===== config.mk =====
export PLATFORM = sky130hd
export DESIGN_NAME = dma_req_arbiter
export DESIGN_NICKNAME = d
export VERILOG_FILES = /design/src/rtl/dma_arb_pkg.sv /design/src/rtl/dma_arb_slot.sv /design/src/rtl/dma_arb_pick.sv /design/src/rtl/dma_req_arbiter.sv
export SDC_FILE = /design/constraint.sdc
export NUM_CORES = 1
export LEC_CHECK = 0
export BUFFER_PORTS_ARGS = -buffer_cell sky130_fd_sc_hd__buf_2
export CAP_MARGIN = 30
export CORE_MARGIN = 3
export CORE_UTILIZATION = 55
export CTS_CLUSTER_DIAMETER = 60
export CTS_CLUSTER_SIZE = 30
export DETAILED_ROUTE_END_ITERATION = 7
export GPL_TIMING_DRIVEN = 0
export PLACE_DENSITY = 0.76
export SYNTH_ARGS = -nofsm -noshare
export SYNTH_HDL_FRONTEND = slang
export SYNTH_HIERARCHICAL = 1
export SYNTH_SLANG_ARGS = --single-unit

===== constraint.sdc =====
create_clock -name clk -period 5.75 [get_ports clk]
set_clock_uncertainty 0.05 [all_clocks]
set_input_delay 0 -clock clk [delete_from_list [all_inputs] [get_ports clk]]
set_output_delay 0 -clock clk [all_outputs]
set_load 0.01 [all_outputs]

===== src/rtl/dma_arb_pkg.sv =====
// Package: shared encodings for the DMA request arbiter.
// Assumes nothing beyond a standard 1800-2017 tool.
package dma_arb_pkg;
    timeunit 1ns;
    timeprecision 1ps;

    // Origin of one buffered trigger
    typedef enum logic {
        SRC_HW = 1'b0,
        SRC_SW = 1'b1
    } trig_src_e;
endpackage


===== src/rtl/dma_arb_slot.sv =====
// Module: per-channel trigger buffer and enable register.
// It stores up to DEPTH triggers in arrival order, each tagged hardware or
// software. On a pop it drops the oldest trigger first, then appends this
// cycle's hardware request and then this cycle's software trigger.
// Assumes pop_i and blk_done_i are asserted only for the granted channel.
module dma_arb_slot
    import dma_arb_pkg::*;
#(
    parameter int DEPTH = 2
) (
    input  logic clk,
    input  logic rst_n,
    input  logic hw_req_i,
    input  logic sw_trig_i,
    input  logic hw_en_set_i,
    input  logic hw_en_clr_i,
    input  logic sw_en_set_i,
    input  logic sw_en_clr_i,
    input  logic pop_i,
    input  logic blk_done_i,
    output logic pending_o,
    output logic eligible_o,
    output logic head_sw_o,
    output logic hw_en_o,
    output logic sw_en_o
);
    timeunit 1ns;
    timeprecision 1ps;

    localparam int CW = $clog2(DEPTH + 1);
    localparam logic [CW-1:0] DEPTH_C = CW'(DEPTH);

    logic [CW-1:0]    cnt_q, cnt_n;
    logic [DEPTH-1:0] src_q, src_n;
    logic             hw_en_q, sw_en_q;

    // Next buffer state: pop first, then append the hardware and software triggers
    always_comb begin
        cnt_n = cnt_q;
        src_n = src_q;
        if (pop_i && cnt_q != '0) begin
            src_n = src_q >> 1;
            cnt_n = cnt_q - CW'(1);
        end
        if (hw_req_i && cnt_n < DEPTH_C) begin
            for (int i = 0; i < DEPTH; i++) begin
                if (cnt_n == CW'(i)) src_n[i] = SRC_HW;
            end
            cnt_n = cnt_n + CW'(1);
        end
        if (sw_trig_i && sw_en_q && cnt_n < DEPTH_C) begin
            for (int i = 0; i < DEPTH; i++) begin
                if (cnt_n == CW'(i)) src_n[i] = SRC_SW;
            end
            cnt_n = cnt_n + CW'(1);
        end
    end

    // Buffer registers
    always_ff @(posedge clk) begin
        if (!rst_n) begin
            cnt_q <= '0;
            src_q <= '0;
        end else begin
            cnt_q <= cnt_n;
            src_q <= src_n;
        end
    end

    // Enable registers: a clear strobe or block completion wins over set
    always_ff @(posedge clk) begin
        if (!rst_n) begin
            hw_en_q <= 1'b0;
            sw_en_q <= 1'b0;
        end else begin
            hw_en_q <= (hw_en_q | hw_en_set_i) & ~hw_en_clr_i & ~blk_done_i;
            sw_en_q <= (sw_en_q | sw_en_set_i) & ~sw_en_clr_i;
        end
    end

    assign pending_o  = (cnt_q != '0);
    assign head_sw_o  = src_q[0];
    assign eligible_o = pending_o && (src_q[0] == SRC_SW || hw_en_q);
    assign hw_en_o    = hw_en_q;
    assign sw_en_o    = sw_en_q;

    // the buffer never holds more than DEPTH triggers
    a_r6_depth_bound: assert property (@(posedge clk) disable iff (!rst_n)
        cnt_q <= DEPTH_C);

    // a hardware request on an empty buffer is captured whatever the enable
    a_r7_hw_capture: assert property (@(posedge clk) disable iff (!rst_n)
        (hw_req_i && cnt_q == '0) |=> pending_o);

    // block completion leaves the hardware enable clear
    a_r8_hw_en_cleared: assert property (@(posedge clk) disable iff (!rst_n)
        blk_done_i |=> !hw_en_o);

    // a software trigger alone is ignored while the software enable is clear
    a_r11_sw_ignored: assert property (@(posedge clk) disable iff (!rst_n)
        (sw_trig_i && !sw_en_q && !hw_req_i && !pop_i) |=> $stable(cnt_q));
endmodule


===== src/rtl/dma_arb_pick.sv =====
// Module: picks one requester out of a mask.
// With rr_i low it returns the lowest set index. With rr_i high the search
// starts at last_i + 1 and wraps. Purely combinational.
module dma_arb_pick #(
    parameter int N = 16
) (
    input  logic [N-1:0]         req_i,
    input  logic [$clog2(N)-1:0] last_i,
    input  logic                 rr_i,
    output logic                 found_o,
    output logic [$clog2(N)-1:0] idx_o
);
    timeunit 1ns;
    timeprecision 1ps;

    localparam int IW = $clog2(N);

    // Scan from the far end so that the first position in search order wins
    always_comb begin
        int j;
        found_o = 1'b0;
        idx_o   = '0;
        for (int k = N - 1; k >= 0; k--) begin
            j = rr_i ? (int'(last_i) + 1 + k) % N : k;
            if (req_i[j]) begin
                found_o = 1'b1;
                idx_o   = IW'(j);
            end
        end
    end
endmodule


===== src/rtl/dma_req_arbiter.sv =====
// Module: DMA request arbiter, top level.
// It collects triggers per channel, chooses the high or low queue, and holds
// a one-hot grant until the engine's done strobe ends the unit of work.
// There is always one idle cycle between grants.
// Assumes frame_done_i and block_done_i refer to the granted channel.
module dma_req_arbiter #(
    parameter int NUM_CH     = 16,
    parameter int TRIG_DEPTH = 2
) (
    input  logic              clk,
    input  logic              rst_n,
    input  logic [NUM_CH-1:0] hw_req_i,
    input  logic [NUM_CH-1:0] sw_trig_i,
    input  logic [NUM_CH-1:0] hw_en_set_i,
    input  logic [NUM_CH-1:0] hw_en_clr_i,
    input  logic [NUM_CH-1:0] sw_en_set_i,
    input  logic [NUM_CH-1:0] sw_en_clr_i,
    input  logic [NUM_CH-1:0] hiq_sel_i,
    input  logic              rr_mode_i,
    input  logic [NUM_CH-1:0] auto_init_i,
    input  logic [NUM_CH-1:0] frame_trig_i,
    input  logic              frame_done_i,
    input  logic              block_done_i,
    output logic [NUM_CH-1:0] grant_o,
    output logic              grant_valid_o,
    output logic [NUM_CH-1:0] pending_o,
    output logic [NUM_CH-1:0] hw_en_o,
    output logic [NUM_CH-1:0] sw_en_o
);
    timeunit 1ns;
    timeprecision 1ps;

    localparam int IW = $clog2(NUM_CH);
    localparam logic [IW-1:0] LAST_RST = IW'(NUM_CH - 1);

    logic [NUM_CH-1:0] elig, head_sw, pop, blk;
    logic [NUM_CH-1:0] hi_req, lo_req;
    logic              hi_found, lo_found;
    logic [IW-1:0]     hi_idx, lo_idx;
    logic              busy_q;
    logic [IW-1:0]     gidx_q, last_hi_q, last_lo_q;
    logic              unit_end, retrig;

    // Unit end and auto-initiation decisions for the held grant
    assign unit_end = busy_q && (block_done_i || (frame_done_i && frame_trig_i[gidx_q]));
    assign retrig   = block_done_i && auto_init_i[gidx_q] && head_sw[gidx_q];

    for (genvar c = 0; c < NUM_CH; c++) begin : g_ch
        assign pop[c] = unit_end && (gidx_q == IW'(c)) && !retrig;
        assign blk[c] = busy_q && block_done_i && (gidx_q == IW'(c));

        dma_arb_slot #(.DEPTH(TRIG_DEPTH)) slot_i (
            .clk         (clk),
            .rst_n       (rst_n),
            .hw_req_i    (hw_req_i[c]),
            .sw_trig_i   (sw_trig_i[c]),
            .hw_en_set_i (hw_en_set_i[c]),
            .hw_en_clr_i (hw_en_clr_i[c]),
            .sw_en_set_i (sw_en_set_i[c]),
            .sw_en_clr_i (sw_en_clr_i[c]),
            .pop_i       (pop[c]),
            .blk_done_i  (blk[c]),
            .pending_o   (pending_o[c]),
            .eligible_o  (elig[c]),
            .head_sw_o   (head_sw[c]),
            .hw_en_o     (hw_en_o[c]),
            .sw_en_o     (sw_en_o[c])
        );
    end

    assign hi_req = elig & hiq_sel_i;
    assign lo_req = elig & ~hiq_sel_i;

    dma_arb_pick #(.N(NUM_CH)) pick_hi_i (
        .req_i   (hi_req),
        .last_i  (last_hi_q),
        .rr_i    (rr_mode_i),
        .found_o (hi_found),
        .idx_o   (hi_idx)
    );

    dma_arb_pick #(.N(NUM_CH)) pick_lo_i (
        .req_i   (lo_req),
        .last_i  (last_lo_q),
        .rr_i    (rr_mode_i),
        .found_o (lo_found),
        .idx_o   (lo_idx)
    );

    // Grant sequencing: hold until the unit ends, otherwise grant from the high queue first
    always_ff @(posedge clk) begin
        if (!rst_n) begin
            busy_q    <= 1'b0;
            gidx_q    <= '0;
            last_hi_q <= LAST_RST;
            last_lo_q <= LAST_RST;
        end else if (busy_q) begin
            if (unit_end) busy_q <= 1'b0;
        end else if (hi_found) begin
            busy_q    <= 1'b1;
            gidx_q    <= hi_idx;
            last_hi_q <= hi_idx;
        end else if (lo_found) begin
            busy_q    <= 1'b1;
            gidx_q    <= lo_idx;
            last_lo_q <= lo_idx;
        end
    end

    // One-hot decode of the held channel
    always_comb begin
        grant_o = '0;
        if (busy_q) grant_o[gidx_q] = 1'b1;
    end

    assign grant_valid_o = busy_q;

    // grant is one-hot or zero and matches valid
    a_r2_onehot: assert property (@(posedge clk) disable iff (!rst_n)
        $onehot0(grant_o) && (grant_valid_o == (grant_o != '0)));

    // with nothing eligible and no grant held, the block stays idle
    a_r2_idle: assert property (@(posedge clk) disable iff (!rst_n)
        (!busy_q && elig == '0) |=> !grant_valid_o);

    // the grant does not move before the unit of work ends
    a_r10_hold: assert property (@(posedge clk) disable iff (!rst_n)
        (busy_q && !unit_end) |=> (busy_q && $stable(gidx_q)));

    // an eligible high-queue channel takes the next grant
    a_r4_high_first: assert property (@(posedge clk) disable iff (!rst_n)
        (!busy_q && hi_req != '0) |=> ((grant_o & $past(hiq_sel_i)) != '0));

    // fixed priority in the low queue grants the lowest eligible channel
    a_r3_fixed_lowest: assert property (@(posedge clk) disable iff (!rst_n)
        (!busy_q && !rr_mode_i && hi_req == '0 && lo_req != '0)
            |=> (grant_o == ($past(lo_req) & (~$past(lo_req) + 1'b1))));
endmodule


======== Word-level counts from Yosys, hierarchy flattened ========
Cells that the tools add are included.
cells by class
  bitwise gates (word level) .............. 165
  order comparisons ....................... 66
  multiplexer cells ....................... 367
  equal/unequal tests ..................... 47
  reduce and logical (&&, ||, !) cells .... 237
  $add $sub $neg .......................... 80
operators with widths
  cell                                                          count
  less-than comparator 32 x 6 -> 1 bit (second input constant)  32
  2-to-1 mux 32 bit                                             32
  2-to-1 mux 2 bit                                              96
  2-to-1 mux 1 bit                                              168
  binary-select mux 1 bit (select 4 bit)                        35
  2-to-1 mux 4 bit                                              34
  logical AND 1 bit                                             134
  OR reduction 4 bit                                            32
  adder 2 x 1 -> 2 bit (second input constant)                  32
  adder 4 bit (second input constant)                           16
  equality test 2 x 1 -> 1 bit (second input constant)          32
  zero test 2 bit                                               32
  less-than comparator 2 bit (second input constant)            32
  NOT 1 bit                                                     50
  bitwise AND 1 bit                                             48
  nonzero test 2 bit                                            17
  adder 4 x 3 -> 4 bit (second input constant)                  8
  bitwise AND 1 bit (first input constant)                      32
  bitwise AND 16 bit                                            2
  equality test 4 bit (second input constant)                   8
  OR 1 bit                                                      32
  subtractor 2 x 1 -> 2 bit (second input constant)             16
  logical OR 1 bit                                              17
  adder 4 x 1 -> 4 bit (second input constant)                  4
  other kinds (13)                                              21
storage, ports and cells
  word-level logic and storage cells ...... 1030
  input port bits ......................... 149
  flip-flop bits (word level) ............. 109
  output and inout port bits .............. 65

======== Logic depth before layout (Yosys ltp) ========
  word-level depth ........................ 27
  gate-level depth with buffers ........... 22
  gate-level depth less buffers ........... 17

======== By module ========
Netlist, hierarchy kept.
by module, submodules not included
  module           cells each  instances  area an instance (um^2)  seq. area each (um^2)
  dma_arb_slot     46          16         452.9                    120.1
  dma_arb_pick     293         2          2240.9                   0.0
  dma_req_arbiter  201         1          1677.9                   260.2

======== Worst setup path before layout ========
Ideal clock, no wire load.
  path kind ............................... reg2reg
  start point ............................. register last_hi_q[0]
  end point ............................... register last_lo_q[0]
  path buffers ............................ 5
  data arrival time ....................... 4134 ps
  clock period less this slack ............ 4313 ps
  stages on the path, launching flop included .. 22
  setup time .............................. 129 ps
  data required time ...................... 5571 ps
  slack ................................... 1437 ps
  cells stage by stage .................... dfxtp_1 buf_6 buf_6 inv_1 ha_1 buf_2 inv_1 ha_1 clkbuf_1 mux4_2 nor2_1 nor3_1 nand3_1 nand2_1 nor2_1 nand2_1 nor3_1 nand3_1 clkbuf_1 nor3b_1 mux2i_1 nand2_1
on the way
  longest elaborated chain between the ends .. 24
  elaborated cells between the ends (all ways) .. 98
  those cells by class .................... add/sub: 16; mux: 80; bitwise: 1; reduce/logical: 1
ends and longest elaborated chain
  element                                               line                    source
  from (decl)                                           dma_req_arbiter.sv:41   logic [IW-1:0] gidx_q, last_hi_q, last_lo_q;
  from (signal assigned)                                dma_req_arbiter.sv:102  last_hi_q <= hi_idx;
  adder 4 x 1 -> 4 bit (*)                              dma_arb_pick.sv:24      j = rr_i ? (int'(last_i) + 1 + k) % N : k;
  adder 4 bit                                           dma_arb_pick.sv:24
  2-to-1 mux 32 bit                                     dma_arb_pick.sv:24
  binary-select mux 1 bit (select 4 bit)                dma_arb_pick.sv:25      if (req_i[j]) begin
  2-to-1 mux 1 bit (implied by the code) (2 in series)  dma_arb_pick.sv:25
  2-to-1 mux 1 bit (15 in series)                       dma_arb_pick.sv:25
  2-to-1 mux 1 bit (*)                                  dma_arb_pick.sv:25
  net hi_found                                          dma_req_arbiter.sv:38   logic hi_found, lo_found;
  NOT 1 bit (no source line) (*)                        n/a
  AND reduction 3 bit (no source line) (*)              n/a
  to (signal assigned)                                  dma_req_arbiter.sv:106  last_lo_q <= lo_idx;
  to (decl)                                             dma_req_arbiter.sv:41
Mark *: on every way through the listed nets, which the timed path passes. The rest lies on a longest branch. The select of a mux whose other input is x is not followed.
A chain may end at the register's enable or synchronous reset.

======== Final worst setup path ========
Ends and elaborated chain as after synthesis.

==> results.sh <==
export IMPL_grt_util_met2_pct=52.0
export IMPL_place_ws_ns=0.310
export IMPL_grt_pass1_vias=12400
export IMPL_drt_iter0_drc=1044
export IMPL_port_buffers=213
export IMPL_finalSetupTns_ns=0
export IMPL_worstPathRequired_ns=5.92
export IMPL_peakVddDrop_mv=0.198
export IMPL_drtPass1Iterations=6
export IMPL_vias_per_cell=5.89
export IMPL_hold_class="in -> reg"
export IMPL_finalSetupViolations=0
export IMPL_cts_sinks=109
export IMPL_dp_hpwl_mm=32.0
export IMPL_area_delta_synth_final_pct=18.6
export IMPL_crit_fanout=10
export IMPL_powerDensity_mw_per_mm2=405
export IMPL_final_max_slew_viol_count=0
export IMPL_htreeDepth=3
export IMPL_antenna_found_initial=3
export IMPL_grt_max_degree=71
export IMPL_start_util_pct=56.6
export IMPL_totalWireLength_mm=40.8
export IMPL_crit_family="simple AND/OR/NAND/NOR gates"
export IMPL_synth_edf_count=0
export IMPL_path_clk_slew_ns=0.08
export IMPL_die_area_mm2=0.0263
export IMPL_clock_latency_ns=0.37
export IMPL_async_flop_share_pct=0
export IMPL_grt_use_met1_pct=38.2
export IMPL_drive_gt1_share_pct=28.0
export IMPL_synth_nets=1748
export IMPL_yosys_warnings=6
export IMPL_dpl_instance_area_mm2=0.0149
export IMPL_status="finished, final reports clean"
export IMPL_yosysUniqueCellTypes=93
export IMPL_fin_util_pct=67.1
export IMPL_hold_violations=0
export IMPL_grt_busiest_layer="met2"
export IMPL_nets=2042
export IMPL_ys_seq_area_share_pct=16.3
export IMPL_rsz0062_at_grt="yes"
export IMPL_cpMostUsedCell="nand2_1"
export IMPL_placed_cells=2056
export IMPL_root_buffer="clkbuf_16"
export IMPL_use_met3_pct=5.38
export IMPL_die_w_um=162
export IMPL_cts_tree="done"
export IMPL_ys_flop_type="dfxtp_1"
export IMPL_gp_congestion=0.970
export IMPL_cp_slowest_cell="nor3b_1"
export IMPL_endpoint_kind="register"
export IMPL_track_usage_pct=30.4
export IMPL_startpoint_type="register"
export IMPL_cts_buffers=9
export IMPL_critPathKind="reg -> reg"
export IMPL_ios=214
export IMPL_syn_cell_area_mm2=0.0134
export IMPL_rows=56
export IMPL_ant_nets=0
export IMPL_overflow=0
export IMPL_worstMarginPinSlew_ns=0.780
export IMPL_syn_inst=1523
export IMPL_cts_path_max_buffers=2
export IMPL_syn_avg_cell_area_um2=8.80
export IMPL_finalCritPeriodShare_pct=97.6
export IMPL_routedWlPerCell_um=19.0
export IMPL_p_leak_nw=7.16
export IMPL_critPathMaxStageDelay_ns=0.68
export IMPL_core_mm2=0.0237
export IMPL_setup_slack_ns=0.138
export IMPL_vias=12600
export IMPL_ys_ff_latch=109
export IMPL_relSlewSlack_pct=47.5
export IMPL_max_freq_mhz=178
export IMPL_crit_chain="buf_6 > buf_6 > inv_1 > ha_1 > buf_2 > inv_1 > ha_1 > clkbuf_1 > mux4_2 > nor2_1 > a311oi_1 > nand2_1 > nand2_1 > nor2_1 > nand2_1 > nor3_1 > nand3_1 > clkbuf_1 > nor3b_1 > mux2i_1 > nand2_1"
export IMPL_ctsResizeCount=0
export IMPL_cp_arrival_ns=5.79
export IMPL_grt_pass1_wl_mm=64.5
export IMPL_post_cts_buffers=0
export IMPL_critPathBufInv=7
export IMPL_die_h_um=162
export IMPL_maxCapViolCount=0
export IMPL_post_layout_nonfiller_instances=2143
export IMPL_fin_crit_ns=5.61
export IMPL_design_area_mm2=0.0159
export IMPL_drc=0
layer usage:
metal | wire length [µm] | part of all wire (%)
met5 | 27 | 0.066
met2 | 19700 | 48
met3 | 2850 | 7.0
met1 | 16700 | 41
met4 | 1510 | 3.7
path summary, 6_finish.rpt:
kind	from	endpoint	slack, ns	cells past startpoint
min	sw_trig_i[1]	g_ch[1].slot_i/cnt_q[1]$_SDFF_PN0_	0.004	4
max reg2reg	last_hi_q[0]$_SDFFE_PN1P_	last_lo_q[0]$_SDFFE_PN1P_	0.14	21
max	last_hi_q[0]$_SDFFE_PN1P_	last_lo_q[0]$_SDFFE_PN1P_	0.14	21
min reg2reg	last_hi_q[3]$_SDFFE_PN1P_	last_hi_q[3]$_SDFFE_PN1P_	0.46	2
Yosys cell counts, types with 7 or more instances:
master,number,area [µm²]
nor2_1,149,559
mux2i_1,130,1300
inv_1,128,480
nand2_1,113,424
dfxtp_1,109,2180
ha_1,76,951
nor2b_1,56,350
a21oi_1,50,250
o21ai_0,34,170
nand2b_1,31,194
and2_1,30,188
buf_6,28,315
xnor2_1,26,228
nand3_1,25,125
a31oi_1,24,150
buf_2,21,105
and3_1,20,125
mux4_2,20,450
nor3b_2,20,250
xnor2_2,20,325
mux2i_2,18,248
nand2_2,18,113
nor3_1,18,90.1
nor3b_1,18,135
a2111oi_4,16,440
a21o_2,16,140
a2bb2o_4,16,320
a32oi_1,16,140
and2b_1,16,120
nand2b_4,16,220
nor4b_1,16,140
o31a_1,16,140
clkbuf_1,13,48.8
mux2_2,13,146
nor4_1,11,68.8
o211ai_1,8,60.1
o22ai_1,8,50.1
a2111oi_0,7,61.3
a311oi_1,7,61.3
tightest hold or removal path: cells and delay by family:
family	cells	cell delay [ns]
AOI/OAI and AO/OA	1	0.11
and+or+nand+nor	2	0.20
buffers and inverters	1	0.08
state kept, by name (all words and copies together) (netlist names):
signal,flops
gidx_q,4
g_ch.slot_i/src_q,32
grant_valid_o,1
g_ch.slot_i/sw_en_o,16
last_lo_q,4
g_ch.slot_i/hw_en_o,16
last_hi_q,4
g_ch.slot_i/cnt_q,32
placed cells by master (no fill, tap or decap), types with 11 or more instances in the layout:
cell	instances
a2111oi_4	16
a21o_2	16
a21oi_1	50
a2bb2o_4	16
a31oi_1	24
a32oi_1	16
and2_1	30
and2b_1	16
and3_1	20
buf_2	233
buf_6	28
clkbuf_1	13
dfxtp_1	109
dlygate4sd3_1	69
ha_1	76
inv_1	128
mux2_2	13
mux2i_1	130
mux2i_2	18
mux4_2	20
nand2_1	113
nand2_2	18
nand2b_1	31
nand2b_4	16
nand3_1	25
nor2_1	149
nor2b_1	56
nor3_1	18
nor3b_1	18
nor3b_2	20
nor4_1	11
nor4b_1	16
o21ai_0	34
o31a_1	16
xnor2_1	26
xnor2_2	20
cell families after synthesis:
family                     after synthesis  share of synthesized area [%]
and+or+nand+nor                        601                           26.0
AOI/OAI and AO/OA                      291                           20.0
buffers and inverters                  199                           7.48
muxes                                  191                           17.3
DFF                                    109                           16.3
adders and majority gates               76                           7.09
xor gates and xnor gates                56                           5.82
metrics by stage:
| step | power [mW] | hold WS, ns |
|---|---|---|
| floorplan | 4.59 | 0.0261 |
| global route | 6.92 | 0.0363 |
| CTS | 6.38 | 0.00565 |
| global placement | 5.59 | 0.110 |
| finish | 6.44 | 0.00446 |
| detailed placement | 5.66 | 0.113 |
power by group:
group          internal, mW  switching, mW
registers             0.886          0.154
logic                  2.08           2.67
clock network         0.320          0.329
layout make-up:
cell class | count | area, µm²
sequential | 109 | 2180
clock buffer | 10 | 239
multi-input combinational | 1215 | 10200
antenna | 2 | 5.00
timing repair buffer | 283 | 1790
fill | 2038 | 7780
buffer | 67 | 507
tap | 319 | 399
inverter | 132 | 495
clock inverter | 6 | 63.8
what timing repair did:
action	in CTS	in global routing
hold endpoints to repair	37	0
hold buffers	69	0
endpoints found under the setup margin	0	13
Note: power is estimated with default switching activity, not from simulation.
